--- src/rtl/pd_alert_pkg.sv ---
package pd_alert_pkg;
   localparam int HDR_W = 16;

   localparam logic [1:0] RXK_PKT  = 2'd1;
   localparam logic [1:0] RXK_HRST = 2'd2;

   localparam int AL_RX_MSG  = 0;
   localparam int AL_RX_HRST = 1;
   localparam int AL_TX_FAIL = 2;
   localparam int AL_TX_DISC = 3;
   localparam int AL_TX_OK   = 4;
   localparam int AL_USED    = 5;

   localparam logic [4:0] TYPE_ONE = 5'd1;

   function automatic logic [2:0] hdr_id(input logic [HDR_W-1:0] h);
      return h[11:9];
   endfunction

   function automatic logic is_ack(input logic [HDR_W-1:0] h);
      return (h[4:0] == TYPE_ONE) && (h[14:12] == 3'd0);
   endfunction

   function automatic logic is_srccap(input logic [HDR_W-1:0] h);
      return (h[4:0] == TYPE_ONE) && (h[14:12] != 3'd0);
   endfunction

   function automatic logic [HDR_W-1:0] ack_hdr(input logic [2:0] id);
      return {4'b0000, id, 4'b0000, TYPE_ONE};
   endfunction
endpackage

--- src/rtl/pd_rx_ring.sv ---
module pd_rx_ring #(
   parameter int DEPTH  = 2,
   parameter int DATA_W = 16
) (
   input  logic              clk,
   input  logic              rst_n,
   input  logic              push,
   input  logic [DATA_W-1:0] push_data,
   input  logic              pop,
   output logic [DATA_W-1:0] rd_data,
   output logic              full,
   output logic              empty,
   output logic              one_left
);
   localparam int SLOTS = DEPTH + 1;
   localparam int PTR_W = $clog2(SLOTS);
   localparam logic [PTR_W-1:0] LAST = PTR_W'(SLOTS - 1);

   initial begin
      assert (DEPTH >= 1) else $error("pd_rx_ring: DEPTH must be at least 1");
   end

   logic [DATA_W-1:0] mem [SLOTS];
   logic [PTR_W-1:0]  head, tail, head_inc, tail_inc;

   if (SLOTS == (1 << PTR_W)) begin : g_pow2
      assign head_inc = head + 1'b1;
      assign tail_inc = tail + 1'b1;
   end else begin : g_wrap
      assign head_inc = (head == LAST) ? '0 : head + 1'b1;
      assign tail_inc = (tail == LAST) ? '0 : tail + 1'b1;
   end

   assign full     = (head_inc == tail);
   assign empty    = (head == tail);
   assign one_left = (tail_inc == head);
   assign rd_data  = mem[tail];

   always_ff @(posedge clk) begin
      if (push) mem[head] <= push_data;
   end

   always_ff @(posedge clk or negedge rst_n) begin
      if (!rst_n) begin
         head <= '0;
         tail <= '0;
      end else begin
         if (push) head <= head_inc;
         if (pop)  tail <= tail_inc;
      end
   end

   a_r5_no_push_full: assert property (@(posedge clk) disable iff (!rst_n)
      push |-> !full);
   a_r7_no_pop_empty: assert property (@(posedge clk) disable iff (!rst_n)
      pop |-> !empty);
endmodule

--- src/rtl/pd_alert_reg.sv ---
module pd_alert_reg #(
   parameter int ALERT_W = 16,
   parameter bit IRQ_REG = 1'b0
) (
   input  logic               clk,
   input  logic               rst_n,
   input  logic [ALERT_W-1:0] set,
   input  logic [ALERT_W-1:0] clr,
   input  logic               mask_wr,
   input  logic [ALERT_W-1:0] mask_in,
   output logic [ALERT_W-1:0] status,
   output logic [ALERT_W-1:0] mask,
   output logic               irq
);
   always_ff @(posedge clk or negedge rst_n) begin
      if (!rst_n) begin
         status <= '0;
         mask   <= '1;
      end else begin
         status <= (status & ~clr) | set;
         if (mask_wr) mask <= mask_in;
      end
   end

   if (IRQ_REG) begin : g_irq_ff
      always_ff @(posedge clk or negedge rst_n) begin
         if (!rst_n) irq <= 1'b0;
         else        irq <= |(status & mask);
      end
   end else begin : g_irq_comb
      assign irq = |(status & mask);
      a_r2_quiet_when_clear: assert property (@(posedge clk) disable iff (!rst_n)
         (status == '0) |-> !irq);
   end

   a_r1_set_lands: assert property (@(posedge clk) disable iff (!rst_n)
      (set != '0) |=> ((status & $past(set)) == $past(set)));
endmodule

--- src/rtl/pd_tx_ctrl.sv ---
module pd_tx_ctrl
   import pd_alert_pkg::*;
#(
   parameter int PAY_W     = 224,
   parameter int MAX_RETRY = 3,
   parameter int ACK_WAIT  = 16
) (
   input  logic             clk,
   input  logic             rst_n,
   input  logic             rx_en,
   input  logic             rx_valid,
   input  logic [1:0]       rx_kind,
   input  logic [HDR_W-1:0] rx_hdr,
   input  logic             buf_full,
   input  logic             tx_req,
   input  logic [HDR_W-1:0] tx_hdr,
   input  logic [PAY_W-1:0] tx_data,
   input  logic             phy_done,
   output logic             push,
   output logic             phy_start,
   output logic [HDR_W-1:0] phy_hdr,
   output logic [PAY_W-1:0] phy_data,
   output logic             ev_rx_msg,
   output logic             ev_hrst,
   output logic             ev_fail,
   output logic             ev_disc,
   output logic             ev_ok
);
   localparam int AT_W = $clog2(MAX_RETRY + 2);
   localparam int WC_W = $clog2(ACK_WAIT + 1);
   localparam logic [AT_W-1:0] AT_MAX  = AT_W'(MAX_RETRY);
   localparam logic [WC_W-1:0] WC_LAST = WC_W'(ACK_WAIT - 1);

   initial begin
      assert (ACK_WAIT >= 2) else $error("pd_tx_ctrl: ACK_WAIT must be at least 2");
      assert (MAX_RETRY >= 0) else $error("pd_tx_ctrl: MAX_RETRY must not be negative");
   end

   typedef enum logic [1:0] {S_IDLE, S_REPLY, S_SEND, S_WAIT} state_e;

   state_e           state;
   logic             pend;
   logic [HDR_W-1:0] pend_hdr;
   logic [PAY_W-1:0] pend_data;
   logic [AT_W-1:0]  attempt;
   logic [WC_W-1:0]  wcnt;
   logic             start_q;
   logic [HDR_W-1:0] out_hdr;
   logic [PAY_W-1:0] out_data;

   logic rx_pkt, need_ack, launch, drop_req, wait_pkt, match, timeout, last_try;

   always_comb begin
      rx_pkt    = rx_valid && rx_en && (rx_kind == RXK_PKT);
      ev_hrst   = rx_valid && rx_en && (rx_kind == RXK_HRST);
      push      = (state == S_IDLE) && rx_pkt && !buf_full;
      ev_rx_msg = push;
      need_ack  = push && !is_ack(rx_hdr);
      launch    = (state == S_IDLE) && !rx_pkt && pend && rx_en;
      drop_req  = (state == S_IDLE) && pend && !rx_en;
      wait_pkt  = (state == S_WAIT) && rx_pkt;
      match     = is_ack(rx_hdr) && (hdr_id(rx_hdr) == hdr_id(out_hdr));
      timeout   = (state == S_WAIT) && !rx_pkt && (wcnt == WC_LAST);
      last_try  = is_srccap(out_hdr) ? (attempt == '0) : (attempt == AT_MAX);
      ev_ok     = wait_pkt && match;
      ev_disc   = (wait_pkt && !match) || drop_req;
      ev_fail   = timeout && last_try;
   end

   always_ff @(posedge clk or negedge rst_n) begin
      if (!rst_n) begin
         state     <= S_IDLE;
         pend      <= 1'b0;
         pend_hdr  <= '0;
         pend_data <= '0;
         attempt   <= '0;
         wcnt      <= '0;
         start_q   <= 1'b0;
         out_hdr   <= '0;
         out_data  <= '0;
      end else begin
         start_q <= 1'b0;
         if (tx_req) begin
            pend      <= 1'b1;
            pend_hdr  <= tx_hdr;
            pend_data <= tx_data;
         end else if (launch || drop_req) begin
            pend <= 1'b0;
         end
         case (state)
            S_IDLE: begin
               if (need_ack) begin
                  state    <= S_REPLY;
                  start_q  <= 1'b1;
                  out_hdr  <= ack_hdr(hdr_id(rx_hdr));
                  out_data <= '0;
               end else if (launch) begin
                  state    <= S_SEND;
                  start_q  <= 1'b1;
                  attempt  <= '0;
                  out_hdr  <= pend_hdr;
                  out_data <= pend_data;
               end
            end
            S_REPLY: if (phy_done) state <= S_IDLE;
            S_SEND: begin
               if (phy_done) begin
                  state <= S_WAIT;
                  wcnt  <= '0;
               end
            end
            S_WAIT: begin
               wcnt <= wcnt + 1'b1;
               if (wait_pkt) begin
                  state <= S_IDLE;
               end else if (timeout) begin
                  if (last_try) begin
                     state <= S_IDLE;
                  end else begin
                     attempt <= attempt + 1'b1;
                     state   <= S_SEND;
                     start_q <= 1'b1;
                  end
               end
            end
            default: state <= S_IDLE;
         endcase
      end
   end

   assign phy_start = start_q;
   assign phy_hdr   = out_hdr;
   assign phy_data  = out_data;

   a_r4_reply_is_ack: assert property (@(posedge clk) disable iff (!rst_n)
      (start_q && state == S_REPLY) |-> is_ack(out_hdr));
   a_r9_srccap_once: assert property (@(posedge clk) disable iff (!rst_n)
      (state == S_WAIT && is_srccap(out_hdr)) |-> (attempt == '0));
   a_r10_one_outcome: assert property (@(posedge clk) disable iff (!rst_n)
      $onehot0({ev_ok, ev_disc, ev_fail}));
   a_r13_no_launch_rx_off: assert property (@(posedge clk) disable iff (!rst_n)
      (state == S_IDLE && !rx_en) |=> !start_q);
endmodule

--- src/rtl/pd_port_alert_ctrl.sv ---
module pd_port_alert_ctrl
   import pd_alert_pkg::*;
#(
   parameter int DEPTH     = 2,
   parameter int WORDS     = 7,
   parameter int WORD_W    = 32,
   parameter int MAX_RETRY = 3,
   parameter int ACK_WAIT  = 16,
   parameter int ALERT_W   = 16,
   parameter bit IRQ_REG   = 1'b0
) (
   input  logic                    clk,
   input  logic                    rst_n,
   input  logic                    not_ready,
   input  logic                    rx_en,
   input  logic                    rx_valid,
   input  logic [1:0]              rx_kind,
   input  logic [15:0]             rx_hdr,
   input  logic [WORDS*WORD_W-1:0] rx_data,
   output logic                    phy_tx_start,
   output logic [15:0]             phy_tx_hdr,
   output logic [WORDS*WORD_W-1:0] phy_tx_data,
   input  logic                    phy_tx_done,
   input  logic                    host_tx_req,
   input  logic [15:0]             host_tx_hdr,
   input  logic [WORDS*WORD_W-1:0] host_tx_data,
   input  logic                    host_clr,
   input  logic [ALERT_W-1:0]      host_clr_bits,
   input  logic                    host_mask_wr,
   input  logic [ALERT_W-1:0]      host_mask_bits,
   output logic [15:0]             rd_hdr,
   output logic [WORDS*WORD_W-1:0] rd_data,
   output logic [ALERT_W-1:0]      alert,
   output logic [ALERT_W-1:0]      alert_mask,
   output logic                    irq
);
   localparam int PAY_W   = WORDS * WORD_W;
   localparam int ENTRY_W = HDR_W + PAY_W;
   localparam logic [ALERT_W-1:0] RX_BIT = ALERT_W'(1) << AL_RX_MSG;

   initial begin
      assert (ALERT_W >= AL_USED) else $error("pd_port_alert_ctrl: ALERT_W too small");
      assert (WORDS >= 1 && WORD_W >= 1) else $error("pd_port_alert_ctrl: bad payload size");
   end

   logic               push, pop, full, empty, one_left, keep_rx;
   logic               ev_rx_msg, ev_hrst, ev_fail, ev_disc, ev_ok;
   logic               wr_ok;
   logic [ENTRY_W-1:0] head_entry;
   logic [ALERT_W-1:0] set_vec, clr_vec;

   assign wr_ok = !not_ready;

   pd_tx_ctrl #(.PAY_W(PAY_W), .MAX_RETRY(MAX_RETRY), .ACK_WAIT(ACK_WAIT)) u_tx (
      .clk(clk), .rst_n(rst_n), .rx_en(rx_en), .rx_valid(rx_valid),
      .rx_kind(rx_kind), .rx_hdr(rx_hdr), .buf_full(full),
      .tx_req(host_tx_req && wr_ok), .tx_hdr(host_tx_hdr), .tx_data(host_tx_data),
      .phy_done(phy_tx_done), .push(push), .phy_start(phy_tx_start),
      .phy_hdr(phy_tx_hdr), .phy_data(phy_tx_data),
      .ev_rx_msg(ev_rx_msg), .ev_hrst(ev_hrst), .ev_fail(ev_fail),
      .ev_disc(ev_disc), .ev_ok(ev_ok)
   );

   pd_rx_ring #(.DEPTH(DEPTH), .DATA_W(ENTRY_W)) u_ring (
      .clk(clk), .rst_n(rst_n), .push(push), .push_data({rx_hdr, rx_data}),
      .pop(pop), .rd_data(head_entry), .full(full), .empty(empty),
      .one_left(one_left)
   );

   assign rd_hdr  = head_entry[ENTRY_W-1 -: HDR_W];
   assign rd_data = head_entry[PAY_W-1:0];

   always_comb begin
      pop     = host_clr && wr_ok && host_clr_bits[AL_RX_MSG] && !empty;
      keep_rx = pop && (!one_left || push);
      clr_vec = (host_clr && wr_ok) ? (host_clr_bits & ~(keep_rx ? RX_BIT : '0)) : '0;
      set_vec = '0;
      set_vec[AL_RX_MSG]  = ev_rx_msg;
      set_vec[AL_RX_HRST] = ev_hrst;
      set_vec[AL_TX_FAIL] = ev_fail;
      set_vec[AL_TX_DISC] = ev_disc;
      set_vec[AL_TX_OK]   = ev_ok;
   end

   pd_alert_reg #(.ALERT_W(ALERT_W), .IRQ_REG(IRQ_REG)) u_alert (
      .clk(clk), .rst_n(rst_n), .set(set_vec), .clr(clr_vec),
      .mask_wr(host_mask_wr && wr_ok), .mask_in(host_mask_bits),
      .status(alert), .mask(alert_mask), .irq(irq)
   );

   a_r12_lock_mask: assert property (@(posedge clk) disable iff (!rst_n)
      not_ready |=> (alert_mask == $past(alert_mask)));
   a_r7_rx_bit_backed: assert property (@(posedge clk) disable iff (!rst_n)
      (!empty && !pop) |=> alert[AL_RX_MSG]);
endmodule

--- config.mk ---
export PLATFORM = sky130hd
export DESIGN_NAME = pd_port_alert_ctrl
export DESIGN_NICKNAME = d
export VERILOG_FILES = /design/src/rtl/pd_alert_pkg.sv /design/src/rtl/pd_rx_ring.sv /design/src/rtl/pd_alert_reg.sv /design/src/rtl/pd_tx_ctrl.sv /design/src/rtl/pd_port_alert_ctrl.sv
export SDC_FILE = /design/constraint.sdc
export NUM_CORES = 1
export LEC_CHECK = 0
export BUFFER_PORTS_ARGS = -buffer_cell sky130_fd_sc_hd__buf_2
export CELL_PAD_IN_SITES_DETAIL_PLACEMENT = 1
export CELL_PAD_IN_SITES_GLOBAL_PLACEMENT = 1
export CORE_AREA = 3 3 406 408
export CTS_BUF_LIST = sky130_fd_sc_hd__clkbuf_16
export CTS_CLUSTER_SIZE = 14
export DETAILED_ROUTE_END_ITERATION = 7
export DIE_AREA = 0 0 409 411
export PLACE_DENSITY = 0.66
export SLEW_MARGIN = 10
export SYNTH_ARGS = -nofsm -noshare
export SYNTH_HDL_FRONTEND = slang
export SYNTH_SLANG_ARGS = --single-unit
--- constraint.sdc ---
create_clock -name clk -period 58.3 [get_ports clk]
set_input_delay 5.83 -clock clk [delete_from_list [all_inputs] [get_ports clk]]
set_output_delay 5.83 -clock clk [all_outputs]
set_load 0.005 [all_outputs]
==> impl_results.md, run 1 <==
* Status: finished clean
* Remaining Overflow, GRT at 0
* Static leakage at between 20 and 25 nW
* Power share of the sequential group at a little over two fifths
* DR pass1 iterations at 5
* Fillers at 17353
* Cell-by-cell trace of the critical path: buf_4, buf_4, buf_12, o21ai_0, buf_2
* Classification of the worst setup path: flip-flop to output port
* Clock power share at 32.2%
* Most common cell after layout, fill and taps aside: sky130_fd_sc_hd__buf_2
* R2r worst-path depth at 8
* Post-layout nets at ~4800
* Count of nets left with antenna violations after detail routing at 0
* Arrival @ worst endpoint at between 4 and 5 ns
* Via count at slightly above 30000
* Portion of synthesized cell area occupied by the leading cell type at a little under half
* CTS clk-pin slew, worst paths at 0.06 ns
* Area added between synthesis and finish at 25.38%
* Pwr/cell area at ~44 nW/um^2
* Crit end category: output port
* Top flip-flop cell by instance count after synthesis: sky130_fd_sc_hd__edfxtp_1
* First-pass GRT wire length at 218500 um
* Total die area at ~170000 sq um
* Global-route total usage across every layer at roughly 17%
* Number of register bits inferred by synthesis at approximately 1200
* Async SR Flop Fraction at between 40% and 50%
* Number of DRC markers after the initial detailed-route iteration at around 2100
* Post-synth top area cell: sky130_fd_sc_hd__edfxtp_1
* Dominant delay contributor by cell family on the critical path: buffers and inverters
* Most frequent cells in the layout: sky130_fd_sc_hd__buf_2 (1035), sky130_fd_sc_hd__nand2_1 (735), sky130_fd_sc_hd__edfxtp_1 (720)
* Sequential fraction of the synthesis area at approximately three quarters
* Switching portion of total power at a little under a third
* Slew at the pin closest to its max-slew limit at 1.075 ns
* Layout Skew at 0.04564 ns
* Share of total power in combinational logic at 24.8%
* Synthesized area per cell at between 10 and 15 sq um
* Clock insertion delay at the later pin of the skew report at 0.79 ns
* Worst reg2reg endpoint: u_tx.phy_data[53]
* Dpl cells at around 6300
* Number of enable-type register cells in the synthesized netlist at 720
* Resized cells post-CTS at 0
* Hold violation count in the final report at 0
* Detailed-route vias per instance at between 4 and 5
* Worst setup SP type: flip-flop
* Depth of the critical timing path with buffers and inverters included at 5
* Clock buffer count from CTS at 140
* Buffer count from post-CTS setup fixing at 0
* Final setup violation count at 0
* Register-to-register path setup slack at roughly 53 ns
* Final HPWL from detailed placement at around 110000 um
* GPL Wtd Cong at ~0.8
* Cell at the root of the clock tree: sky130_fd_sc_hd__clkbuf_16
* Max H-tree Level at 4
* Number of global-route vias before repair at 32058
* Starting utilization of the core area at 29.10%
* Cell type of the slowest stage on the worst timing path: sky130_fd_sc_hd__dfrtp_4
* Count of buffer and inverter cells on the critical path at 4
* Initial antenna violation count at between 100 and 150
* I/O pin cnt at a little over 1000
* Post-Synthesis Net Count at approximately 3800
* Total count of max-transition violations in the final report at 0
* Floorplan die width at 409 um
* Largest stage delay on the critical path at between 0.8 and 0.9 ns
* Most Frequent Cell on Critical Path: sky130_fd_sc_hd__buf_4
* Critical hold path startpoint: u_tx.wcnt[4]
* Unrepaired setup endpoints after global routing: no
* Number of max-cap violations at 0
* Fraction of final layout cells with drive strength greater than 1 at about a third
* Endpoint of the worst hold path: u_tx.wcnt[4]
* Switching power summed over all nets at between 0.8 and 0.9 mW
* Maximum number of pins on one net before global-route repair at between 200 and 250
* Post-route fraction of the period consumed by the critical path at approximately 17%
* Relative slew slack at between 20% and 30%
* Min-delay worst type: flip-flop to flip-flop
* Aggregate routed wire length at 151700 um
* Cts-stage hold buffer count at 0
* Maximum ir drop on the vdd rail at between 0.03 and 0.04 mV
* Clock Tree Buf Depth at 3
* Gate count of the mapped netlist at ~3300
* Number of buffers inserted by port buffering at between 1000 and 1500
* Most area-consuming cells after synthesis: sky130_fd_sc_hd__edfxtp_1 (46%), sky130_fd_sc_hd__dfrtp_1 (27%), sky130_fd_sc_hd__mux2_2 (6.1%), sky130_fd_sc_hd__nand2_1 (5.9%), sky130_fd_sc_hd__mux2i_1 (5.2%)
* Row count at about 150
* Number of sinks handled by clock tree synthesis at 1248
* Area of the core at 162000 sq um
* Total of warnings raised by yosys at 0
* WP data required at approximately 52 ns
* Number of cells on the worst hold path at 2
* Sum Neg Setup Slack at 0 ns
* Clock tree from TritonCTS: done
* Routed length per instance at approximately 23 um
* Maximum clock frequency at 100.5 MHz
* Non-filler instance count after layout at 6627
* Cell-internal power at about 1.8 mW
* Reg-to-Reg Start: u_ring.tail[0]
* Shortest period the worst path allows at 9.948 ns
* Netlist cell types at 49
* Count of unresolved DRC violations after routing at 0
* Chip Height at a little over 400 um
* Largest fanout on the critical path at between 200 and 250
* Area of the mapped netlist at 47140 sq um
per-layer routing:
layer | vias to the layer above | track usage, % | part of all wire, % | wire [um]
li1 | 13843 | - | - | -
met1 | 15671 | 19.99 | 38 | 57670
met2 | 932 | 30.00 | 50 | 76280
met3 | 343 | 6.331 | 7.9 | 12000
met4 | 46 | 6.104 | 3.6 | 5427
met5 | - | 0 | 0.21 | 324
synthesized netlist by cell type (3+ instances only):
library cell and count:
sky130_fd_sc_hd__clkbuf_1 124, sky130_fd_sc_hd__a21o_1 3, sky130_fd_sc_hd__nor2b_1 4, sky130_fd_sc_hd__and3_1 4
sky130_fd_sc_hd__mux2_2 257, sky130_fd_sc_hd__inv_1 13, sky130_fd_sc_hd__buf_1 7, sky130_fd_sc_hd__a21oi_1 241
sky130_fd_sc_hd__nand3_1 8, sky130_fd_sc_hd__o21ai_0 249, sky130_fd_sc_hd__a22o_1 6, sky130_fd_sc_hd__a221oi_1 4
sky130_fd_sc_hd__ha_1 10, sky130_fd_sc_hd__mux2i_1 246, sky130_fd_sc_hd__nand4_1 5, sky130_fd_sc_hd__xor2_1 3
sky130_fd_sc_hd__a31oi_1 3, sky130_fd_sc_hd__a21boi_0 11, sky130_fd_sc_hd__nor3_1 3, sky130_fd_sc_hd__nand2_1 735
sky130_fd_sc_hd__dfstp_2 16, sky130_fd_sc_hd__nor2_1 10, sky130_fd_sc_hd__edfxtp_1 720, sky130_fd_sc_hd__dfrtp_1 512
sky130_fd_sc_hd__buf_2 66
power groups by stage:
stage               logic (mW)  clock network (mW)  registers, mW
floorplan                0.324                   0           1.12
global placement         0.647                   0           1.14
detailed placement       0.661                   0           1.14
CTS                      0.664               0.865           1.13
global route             0.712               0.902           1.14
finish                   0.649               0.841           1.12
sequential cells by signal (all words and copies together), names as in the netlist, 3 cells and up:
register and flops:
u_alert.status 16, u_tx.pend_data 224, u_tx.phy_hdr 16, u_tx.wcnt 5, u_alert.mask 16, u_ring.mem 720
u_tx.phy_data 224, u_tx.pend_hdr 16, u_tx.attempt 3
worst max-delay path by stage:
| stage | start | to | slack [ns] |
|---|---|---|---|
| after floorplan | rx_kind[1] | u_ring.mem[1][0] | 33.18 |
| after global placement | rx_kind[1] | u_tx.phy_data[101] | 48.25 |
| after detailed placement | rx_kind[1] | u_tx.phy_data[22] | 48.18 |
| after CTS | u_ring.tail[1] | rd_data[74] | 48.24 |
| after global routing | u_ring.tail[1] | rd_data[93] | 47.93 |
| final | u_ring.tail[1] | rd_data[128] | 48.35 |
worst register-to-register path, stage by stage, from the launching register on:
cell	delay, ns
sky130_fd_sc_hd__dfrtp_4	0.78
sky130_fd_sc_hd__buf_4	0.76
sky130_fd_sc_hd__inv_1	0.17
sky130_fd_sc_hd__a31oi_1	0.30
sky130_fd_sc_hd__and4_4	0.46
sky130_fd_sc_hd__buf_4	0.79
sky130_fd_sc_hd__buf_4	0.88
sky130_fd_sc_hd__buf_4	0.99
sky130_fd_sc_hd__a21oi_1	0.16
final cells by class:
| class | count | area (sq um) | share of cell area (%) |
|---|---|---|---|
| Sequential cell | 1248 | 34860 | 58.98 |
| Multi-Input combinational cell | 1836 | 11450 | 19.37 |
| Timing Repair Buffer | 1074 | 5543 | 9.377 |
| Clock buffer | 141 | 3528 | 5.969 |
| Tap cell | 2175 | 2721 | 4.604 |
| Clock inverter | 104 | 867.1 | 1.467 |
| Antenna cell | 36 | 90.09 | 0.1524 |
| Inverter | 13 | 48.80 | 0.08255 |
metrics by stage:
step           power (mW)  util [%]  setup WS, ns  area, sq um  hold slack, ns
2_1_floorplan       1.447         -         33.18        47140          0.4498
3_3_place_gp        1.783     33.71         48.25        54620          0.4645
3_5_place_dp        1.801     33.71         48.18        54620          0.4874
4_1_cts             2.654     36.42         48.24        59020          0.5002
5_1_grt             2.753     36.44         47.93        59050          0.5140
6_report            2.614     36.48         48.35        59110          0.4912
cell families after synthesis:
kind of cell    after synthesis  synth area share (%)
flops                      1248                 73.93
simple gates                787                 6.531
compound gates              532                 5.990
mux                         503                 11.36
buf+inv                     210                 1.847
fa+ha+maj                    10                0.2654
xor+xnor                      4               0.07433
No activity file was read; power rests on OpenSTA's default activity.
==> inputs of run 2 (changes only) <==
CORE_AREA = 3 3 402 404   (was 3 3 406 408)
DIE_AREA = 0 0 405 407   (was 0 0 409 411)
PLACE_DENSITY = 0.69   (was 0.66)
clock period = 8.2 ns   (was 58.3 ns; I/O delays follow)
==> impl_results.md, run 2 (synthesis gave the netlist of run 1 again) <==
* Status: finished clean
* Maximum number of pins on one net before global-route repair at 209 (-4.6%)
* Remaining Overflow, GRT at 0 (unchanged)
* Detailed-route vias per instance at 4.710 (+1.2%)
* Post-layout nets at 4839 (-0.14%)
* Cell at the root of the clock tree: sky130_fd_sc_hd__clkbuf_16
* Largest fanout on the critical path at 96 (-56%)
* Hold WS at 0.1077 ns (-0.3834 ns)
* Count of unresolved DRC violations after routing at 0 (unchanged)
* Number of DRC markers after the initial detailed-route iteration at 1984 (-5.3%)
* I/O pin cnt at 1037 (unchanged)
* Global-route total usage across every layer at 17.25% (-0.20 points)
* Clock buffer count from CTS at 140 (unchanged)
* Slew at the pin closest to its max-slew limit at 1.235 ns (+0.1596 ns)
* CTS clk-pin slew, worst paths at 0.06 ns (about the same)
* Resized cells post-CTS at 0 (unchanged)
* Most frequent cells in the layout: sky130_fd_sc_hd__buf_2 (1035), sky130_fd_sc_hd__nand2_1 (735), sky130_fd_sc_hd__edfxtp_1 (720)
* Clock Tree Buf Depth at 3 (unchanged)
* Row count at 146 (-1.4%)
* Fillers at 16901 (-2.6%)
* Final setup violation count at 0 (unchanged)
* Initial antenna violation count at 90 (-11%)
* Chip Height at 407 um (-0.97%)
* Crit end category: output port
* DR pass1 iterations at 5 (unchanged)
* Min-delay worst type: input port to async pin
* Routed length per instance at 22.80 um (-0.38%)
* Final HPWL from detailed placement at 102000 um (-3.4%)
* Layout Skew at 0.06564 ns (+0.02000 ns)
* Most common cell after layout, fill and taps aside: sky130_fd_sc_hd__buf_2
* Storage cell area at 34860 sq um (unchanged)
* Area of the multi-input gates at 11470 sq um (+0.19%)
* WP data required at 7.38 ns (-45.09 ns)
* Relative slew slack at 17.70% (-11 points)
* Cell area after placement at 54580 sq um (about the same)
* Cts-stage hold buffer count at 0 (unchanged)
* Number of buffers inserted by port buffering at 1036 (unchanged)
* Arrival @ worst endpoint at 3.37 ns (-0.75 ns)
* Area added between synthesis and finish at 25.68%
* Post-route fraction of the period consumed by the critical path at between 50% and 60%
* Number of max-cap violations at 0 (unchanged)
* First-pass GRT wire length at 211600 um (-3.1%)
* Max FFs per register at 720 (unchanged)
* Max H-tree Level at 4 (unchanged)
* Clock insertion delay at the later pin of the skew report at 0.78 ns (about the same)
* Maximum clock frequency at approximately 240 MHz
* Classification of the worst setup path: flip-flop to output port
* Area of the core at 158200 sq um (-2.4%)
* Starting utilization of the core area at 29.80% (+0.71 points)
* Number of global-route vias before repair at 32176 (+0.37%)
* Clock tree from TritonCTS: done
* Aggregate routed wire length at 149000 um (-1.8%)
* Buffer count from post-CTS setup fixing at 0 (unchanged)
* Number of sinks handled by clock tree synthesis at 1248 (unchanged)
* Post-layout power at 18.70 mW (+620%)
* Total die area at 164800 sq um (-1.9%)
* Shortest period the worst path allows at 4.185 ns
* Hold violation count in the final report at 0 (unchanged)
* Count of nets left with antenna violations after detail routing at 0 (unchanged)
* Fraction of final layout cells with drive strength greater than 1 at 35.06% (+0.20 points)
* Pwr/cell area at 315.5 nW/um^2 (+610%)
* Floorplan die width at 405 um (-0.98%)
* Layout Cell Area excl Fill at 59250 sq um (+0.24%)
* Final design utilization at 37.45% (+0.97 points)
* Total count of max-transition violations in the final report at 0 (unchanged)
* Via count at 30778 (-0.18%)
* Worst setup SP type: flip-flop
* Unrepaired setup endpoints after global routing: no
* Maximum ir drop on the vdd rail at 0.2450 mV (+690%)
* GPL Wtd Cong at 0.8433 (+2.7%)
* Reg with most FFs: u_ring.mem
* Static leakage at 24.25 nW (+0.12%)
## run 2: layout make-up
type | count | share of cell area (%)
inverter | 13 | 0.08236
tap | 2072 | 4.376
antenna | 50 | 0.2112
timing repair buffer | 1067 | 9.456
sequential | 1248 | 58.84
multi-input combinational | 1836 | 19.36
clock buffer | 141 | 5.955
clock inverter | 108 | 1.721
## run 2: worst paths after layout
check,startpoint,to,slack [ns],cells past startpoint
max,u_ring.tail[0],rd_hdr[8],4.01,4
min,rst_n,u_alert.status[8],0.11,1
max reg2reg,u_ring.tail[1],u_ring.mem[1][79],4.31,5
min reg2reg,u_tx.pend_data[187],u_tx.phy_data[187],0.48,2
max in group asynchronous,rst_n,u_tx.phy_data[86],6.52,2
min in group clk,host_clr_bits[8],u_alert.status[8],0.24,2
## run 2: where the power goes
part	total, mW	switching [mW]	internal, mW
Combinational	4.57	2.67	1.90
Sequential	8.02	0.572	7.44
Clock	6.11	2.67	3.44
## run 2: stage by stage
stage               setup TNS, ns  setup WS (ns)  std cells
floorplan                 -0.9467      -0.003944       3294
global placement                0          3.693       6235
detailed placement              0          3.712       6236
CTS                             0          3.862       6485
global route                    0          3.820       6518
finish                          0          4.015       6535
## run 2: metal layers
layer / track usage (%) / vias up / wire (um)
li1: - / 13818 / -
met1: 19.58 / 15608 / 55850
met2: 29.04 / 943 / 74750
met3: 5.690 / 375 / 11120
met4: 8.778 / 34 / 7064
met5: 0 / - / 229
## run 2: critical path, stage by stage (launching register included)
cell and delay [ns]:
sky130_fd_sc_hd__dfrtp_4 0.94, sky130_fd_sc_hd__buf_12 0.56, sky130_fd_sc_hd__mux2i_1 0.15, sky130_fd_sc_hd__o21ai_0 0.58, sky130_fd_sc_hd__buf_2 0.24
